===== src/rtl/ea16_pkg.sv =====
package ea16_pkg;

  // Register source for one term of the sum
  typedef enum logic [2:0] {
    SRC_ZERO = 3'd0,
    SRC_BX   = 3'd1,
    SRC_BP   = 3'd2,
    SRC_SI   = 3'd3,
    SRC_DI   = 3'd4
  } reg_src_e;

  // Displacement treatment
  typedef enum logic [1:0] {
    DSP_NONE  = 2'd0,
    DSP_SHORT = 2'd1,
    DSP_FULL  = 2'd2
  } disp_kind_e;

  // Decoded control for one request
  typedef struct packed {
    reg_src_e   base_sel;
    reg_src_e   index_sel;
    disp_kind_e dkind;
    logic       stack;
    logic       illegal;
  } ea_ctrl_t;

  localparam int unsigned NUM_TERMS = 2;

endpackage


===== src/rtl/ea16_decode.sv =====
module ea16_decode
  import ea16_pkg::*;
(
  input  logic [1:0] mod_f,
  input  logic [2:0] rm_f,
  output ea_ctrl_t   ctrl
);

  always_comb begin
    ctrl = '{base_sel: SRC_ZERO, index_sel: SRC_ZERO, dkind: DSP_NONE,
             stack: 1'b0, illegal: 1'b0};
    if (mod_f == 2'b11) begin
      // register-direct: no memory address
      ctrl.illegal = 1'b1;
    end else if (mod_f == 2'b00 && rm_f == 3'b110) begin
      // direct displacement only
      ctrl.dkind = DSP_FULL;
    end else begin
      unique case (mod_f)
        2'b01:   ctrl.dkind = DSP_SHORT;
        2'b10:   ctrl.dkind = DSP_FULL;
        default: ctrl.dkind = DSP_NONE;
      endcase
      unique case (rm_f)
        3'b000: begin ctrl.base_sel = SRC_BX; ctrl.index_sel = SRC_SI; end
        3'b001: begin ctrl.base_sel = SRC_BX; ctrl.index_sel = SRC_DI; end
        3'b010: begin ctrl.base_sel = SRC_BP; ctrl.index_sel = SRC_SI; ctrl.stack = 1'b1; end
        3'b011: begin ctrl.base_sel = SRC_BP; ctrl.index_sel = SRC_DI; ctrl.stack = 1'b1; end
        3'b100: ctrl.index_sel = SRC_SI;
        3'b101: ctrl.index_sel = SRC_DI;
        3'b110: begin ctrl.base_sel = SRC_BP; ctrl.stack = 1'b1; end
        default: ctrl.base_sel = SRC_BX;
      endcase
    end
  end

endmodule


===== src/rtl/ea16_reg_pick.sv =====
module ea16_reg_pick
  import ea16_pkg::*;
#(
  parameter int unsigned ADDR_W = 16
) (
  input  reg_src_e          sel,
  input  logic [ADDR_W-1:0] bx,
  input  logic [ADDR_W-1:0] bp,
  input  logic [ADDR_W-1:0] si,
  input  logic [ADDR_W-1:0] di,
  output logic [ADDR_W-1:0] val
);

  always_comb begin
    unique case (sel)
      SRC_BX:  val = bx;
      SRC_BP:  val = bp;
      SRC_SI:  val = si;
      SRC_DI:  val = di;
      default: val = '0;
    endcase
  end

endmodule


===== src/rtl/ea16_sum.sv =====
module ea16_sum
  import ea16_pkg::*;
#(
  parameter int unsigned ADDR_W  = 16,
  parameter int unsigned SHORT_W = 8
) (
  input  logic [ADDR_W-1:0] term_a,
  input  logic [ADDR_W-1:0] term_b,
  input  logic [ADDR_W-1:0] disp,
  input  disp_kind_e        dkind,
  output logic [ADDR_W-1:0] sum
);

  localparam int unsigned EXT_W = ADDR_W - SHORT_W;

  logic [ADDR_W-1:0] disp_term;

  always_comb begin
    unique case (dkind)
      DSP_SHORT: disp_term = {{EXT_W{disp[SHORT_W-1]}}, disp[SHORT_W-1:0]};
      DSP_FULL:  disp_term = disp;
      default:   disp_term = '0;
    endcase
  end

  // modular add, carry out discarded
  assign sum = term_a + term_b + disp_term;

endmodule


===== src/rtl/ea16_out_stage.sv =====
module ea16_out_stage #(
  parameter int unsigned ADDR_W = 16
) (
  input  logic              clk,
  input  logic              rst_n,
  input  logic              load_valid,
  output logic              load_ready,
  input  logic [ADDR_W-1:0] load_addr,
  input  logic              load_stack,
  input  logic              load_illegal,
  output logic              q_valid,
  input  logic              q_ready,
  output logic [ADDR_W-1:0] q_addr,
  output logic              q_stack,
  output logic              q_illegal
);

  logic take;

  assign load_ready = ~q_valid | q_ready;
  assign take       = load_valid & load_ready;

  always_ff @(posedge clk) begin
    if (!rst_n) begin
      q_valid   <= 1'b0;
      q_addr    <= '0;
      q_stack   <= 1'b0;
      q_illegal <= 1'b0;
    end else if (take) begin
      q_valid   <= 1'b1;
      q_addr    <= load_addr;
      q_stack   <= load_stack;
      q_illegal <= load_illegal;
    end else if (q_ready) begin
      q_valid   <= 1'b0;
    end
  end

endmodule


===== src/rtl/ea16_agen.sv =====
module ea16_agen
  import ea16_pkg::*;
#(
  parameter int unsigned ADDR_W  = 16,
  parameter int unsigned SHORT_W = 8
) (
  input  logic              clk,
  input  logic              rst_n,
  input  logic              in_valid,
  output logic              in_ready,
  input  logic [7:0]        in_modrm,
  input  logic [ADDR_W-1:0] in_disp,
  input  logic [ADDR_W-1:0] in_bx,
  input  logic [ADDR_W-1:0] in_bp,
  input  logic [ADDR_W-1:0] in_si,
  input  logic [ADDR_W-1:0] in_di,
  output logic              out_valid,
  input  logic              out_ready,
  output logic [ADDR_W-1:0] out_addr,
  output logic              out_stack_seg,
  output logic              out_illegal
);

  ea_ctrl_t          ctrl;
  reg_src_e          sel_arr  [NUM_TERMS];
  logic [ADDR_W-1:0] term_arr [NUM_TERMS];
  logic [ADDR_W-1:0] ea_next;

  ea16_decode u_decode (
    .mod_f (in_modrm[7:6]),
    .rm_f  (in_modrm[2:0]),
    .ctrl  (ctrl)
  );

  assign sel_arr[0] = ctrl.base_sel;
  assign sel_arr[1] = ctrl.index_sel;

  for (genvar g = 0; g < NUM_TERMS; g++) begin : g_term
    ea16_reg_pick #(.ADDR_W(ADDR_W)) u_pick (
      .sel (sel_arr[g]),
      .bx  (in_bx),
      .bp  (in_bp),
      .si  (in_si),
      .di  (in_di),
      .val (term_arr[g])
    );
  end

  ea16_sum #(.ADDR_W(ADDR_W), .SHORT_W(SHORT_W)) u_sum (
    .term_a (term_arr[0]),
    .term_b (term_arr[1]),
    .disp   (in_disp),
    .dkind  (ctrl.dkind),
    .sum    (ea_next)
  );

  ea16_out_stage #(.ADDR_W(ADDR_W)) u_out (
    .clk          (clk),
    .rst_n        (rst_n),
    .load_valid   (in_valid),
    .load_ready   (in_ready),
    .load_addr    (ea_next),
    .load_stack   (ctrl.stack),
    .load_illegal (ctrl.illegal),
    .q_valid      (out_valid),
    .q_ready      (out_ready),
    .q_addr       (out_addr),
    .q_stack      (out_stack_seg),
    .q_illegal    (out_illegal)
  );

endmodule


===== config.mk =====
export PLATFORM = sky130hd
export DESIGN_NAME = ea16_agen
export DESIGN_NICKNAME = d
export VERILOG_FILES = /design/src/rtl/ea16_pkg.sv /design/src/rtl/ea16_decode.sv /design/src/rtl/ea16_reg_pick.sv /design/src/rtl/ea16_sum.sv /design/src/rtl/ea16_out_stage.sv /design/src/rtl/ea16_agen.sv
export SDC_FILE = /design/constraint.sdc
export NUM_CORES = 1
export LEC_CHECK = 0
export BUFFER_PORTS_ARGS = -buffer_cell sky130_fd_sc_hd__buf_2
export CAP_MARGIN = 20
export CORE_AREA = 5 5 127 69
export CTS_BUF_LIST = sky130_fd_sc_hd__clkbuf_4 sky130_fd_sc_hd__clkbuf_8
export DETAILED_ROUTE_END_ITERATION = 12
export DIE_AREA = 0 0 132 74
export GPL_TIMING_DRIVEN = 0
export SLEW_MARGIN = 20
export SYNTH_ARGS = -nofsm -noshare
export SYNTH_HDL_FRONTEND = slang
export SYNTH_SLANG_ARGS = --single-unit

===== constraint.sdc =====
create_clock -name clk -period 5.6 [get_ports clk]
set_clock_uncertainty 0.2 [all_clocks]
set_input_delay 1.12 -clock clk [delete_from_list [all_inputs] [get_ports clk]]
set_output_delay 1.12 -clock clk [all_outputs]
set_load 0.005 [all_outputs]

==> impl_metrics.toml <==
[die]
die_w_um = 132
core-area_um2 = 7626
io_pins = 112
dieHeight_um = 74
initial_core_util_pct = 30.27
rows = 23
die_area_um2 = 9768

[critical_path]
path_class = "in -> reg"
critPathMaxFanout = 10
crit_required_ps = 5580
cp-end-kind = "register"
startpoint_type = "input port"
arrival_ps = 5300
ff2ff_path_depth = 6

[timing]
min_period_ps = 5312
setup_viol = 0
rsz0062_at_grt = "no"
fmax_mhz = 188.2
min_period_over_period_pct = 94.86
fin_tns_setup_ps = 0
fin_ws_ps = 287.6
worstMarginPinSlew_ps = 567.5
final-hold-violation-count = 0
max_slew_margin_pct = 62.17
slew_violations = 0

[finish]
multiInputGateArea_um2 = 1747
nNetsFinal = 531
n_fill_cell = 795
design_area_um2 = 3023
area_growth_pct = 30.95
stdcell_count = 506
antenna_cells = 0
final_layout_size_suffix_gt1_share_pct = 32.76
seq_area_um2 = 380.4
final_util_pct = 39.64

[power_and_ir_drop]
p_leak_nw = 1.534
peakVddDrop_v = 0.00005626
p_switching_mw = 0.2159
pwr-share-comb_pct = 53.1
powerDensity_nw_per_um2 = 183.3
pwr-share-seq_pct = 28.7
p_clk_share_pct = 18.1
p_int_mw = 0.3381
switching_share_pct = 38.97

[synth]
yosysTopAreaCellShare_pct = 16.48
synth_nets = 419
synthesis.area_um2 = 2308
synthCells = 295
seq_area_frac_synth_pct = 16.48
yosys.cell_count.top_type = "inv_1"
synthArstFlopShare_pct = 0
synth.distinct_cells = 43
netlist_top_cells_count = "36 x inv_1, 32 x nand2_1, 30 x a21oi_1"
ys.flop_type = "dfxtp_1"
synthTopCellsByArea = "dfxtp_1 16%, fa_1 14%, a22oi_1 9.4%, ha_1 8.7%, a21oi_1 6.5%"
syn_avg_cell_area_um2 = 7.825
yosys.area.top_type = "dfxtp_1"
synth_edf_count = 0
ys_ff_latch = 19
yosys_warnings = 0

[worst_hold_path]
min_path_type = "reg -> reg"
hold_depth = 2

[clock_network]
cts_sinks = 19
htree_levels = 1
post_cts_buffers = 0
clk_path_buf_depth = 2
cts_inserted_buffers = 3
cts_tree = "done"
hold_buffers = 0
clk_latency_ps = 250
clock-root-buffer = "clkbuf_8"
cts.reportedPaths.clkPinSlew_ps = 70

[placed_design]
pre_cts_ws_ps = -338.9
place_inst = 503
port_buffers = 108
dpl_cell_area_um2 = 2974
place_congestion = 0.8625
place_hpwl_um = 6257

[route]
via_count = 2487
met2_wirelength_um = 2842
dr_wl_met3_um = 687
first_pass_iters = 4
route.detailed.drc = 0
routed_wl_um = 7177
viasPerCell = 4.915
drtIter0Drc = 119
highest_layer = "met4"
wl_per_cell_um = 14.18
ant_nets = 0
drt-met1-wl_um = 3639

[global_routing]
grt_pass1_wl_um = 11920
overflow = 0
first_global_vias = 2523
track_usage_pct = 14.96
grt_max_degree = 11
antenna_found_initial = 0

[job]
maxCapViolCount = 0

[status]
status = "completed"
[cells by family after synthesis]
group                    synth area share (%)
AND/OR/NAND/NOR                         17.72
adder cells (fa/ha/maj)                 22.55
buffers and inverters                   7.859
AO/OA/AOI/OAI                           30.62
flip-flops                              16.48
XOR/XNOR                                4.769
[cells in the final DEF (no fill, tap or decap), types with 2 or more instances in the layout]
cell type	count
nand2_1	32
clkbuf_4	2
or2_2	13
a22o_1	2
ha_1	16
nand3_1	7
clkbuf_1	9
dfxtp_1	19
a22oi_1	29
nand4_1	2
clkbuf_8	3
fa_1	16
o211ai_1	2
xnor2_1	5
a21o_1	7
and2_1	3
and3_1	2
o21a_1	8
buf_2	109
nor2_1	15
o21ai_0	5
o22ai_1	2
nor3_1	4
a21oi_1	30
nand3b_1	3
xor2_1	5
inv_1	36
a211oi_1	3
[sequential cells by signal, indices dropped and copies added (netlist names)]
register / flops
u_out.q_stack: 1
u_out.q_illegal: 1
u_out.q_valid: 1
u_out.q_addr: 16
[per-layer routing]
| layer | GRT usage [%] | vias up |
|---|---|---|
| li1 | - | 1260 |
| met1 | 21.92 | 1135 |
| met2 | 22.41 | 89 |
| met3 | 4.865 | 3 |
| met4 | 1.254 | 0 |
| met5 | 0 | - |
[power groups by stage]
| stage | combinational (mW) | sequential, mW | clock, mW |
|---|---|---|---|
| floorplan | 0.191 | 0.163 | 0 |
| global placement | 0.290 | 0.162 | 0 |
| detailed placement | 0.295 | 0.162 | 0 |
| CTS | 0.297 | 0.159 | 0.103 |
| global route | 0.336 | 0.161 | 0.112 |
| finish | 0.294 | 0.159 | 0.101 |
[worst paths after layout]
check / start / slack (ps) / endpoint
hold reg to reg: u_out.q_addr[7] / 260 / u_out.q_addr[7]
hold / removal: u_out.q_addr[7] / 260 / u_out.q_addr[7]
setup / recovery: in_modrm[6] / 290 / u_out.q_addr[13]
setup reg to reg: u_out.q_valid / 3820 / u_out.q_addr[7]
[per-stage QoR]
stage          hold WS [ps]  total power [mW]
2_1_floorplan         248.2            0.3544
3_3_place_gp          242.1            0.4525
3_5_place_dp          246.0            0.4568
4_1_cts               255.5            0.5589
5_1_grt               273.6            0.6089
6_report              255.3            0.5540
[timing repair]
item,in CTS,in global routing
endpoints found under the hold margin,0,0
gates resized for setup,1,2
setup endpoints to repair,1,2
[critical path, stage by stage]
cell and delay [ps]:
buf_2 160, nand2_1 170, nand2_1 70, nor2_1 130
ha_1 360, clkbuf_4 300, a22oi_1 100, or2_2 300
fa_1 450, inv_1 70, ha_1 160, inv_1 50
fa_1 390, and2b_1 240, o2111ai_2 140, a21oi_1 270
o22ai_1 190, or4_1 420, a31oi_1 170
[layout make-up]
| type | count | area share (%) |
|---|---|---|
| tap | 100 | 4.139 |
| inverter | 36 | 4.470 |
| multi-input combinational | 228 | 57.78 |
| clock buffer | 4 | 1.614 |
| timing repair buffer | 108 | 17.88 |
| sequential | 19 | 12.58 |
| buffer | 11 | 1.531 |
No activity file was read; power rests on OpenSTA's default activity.
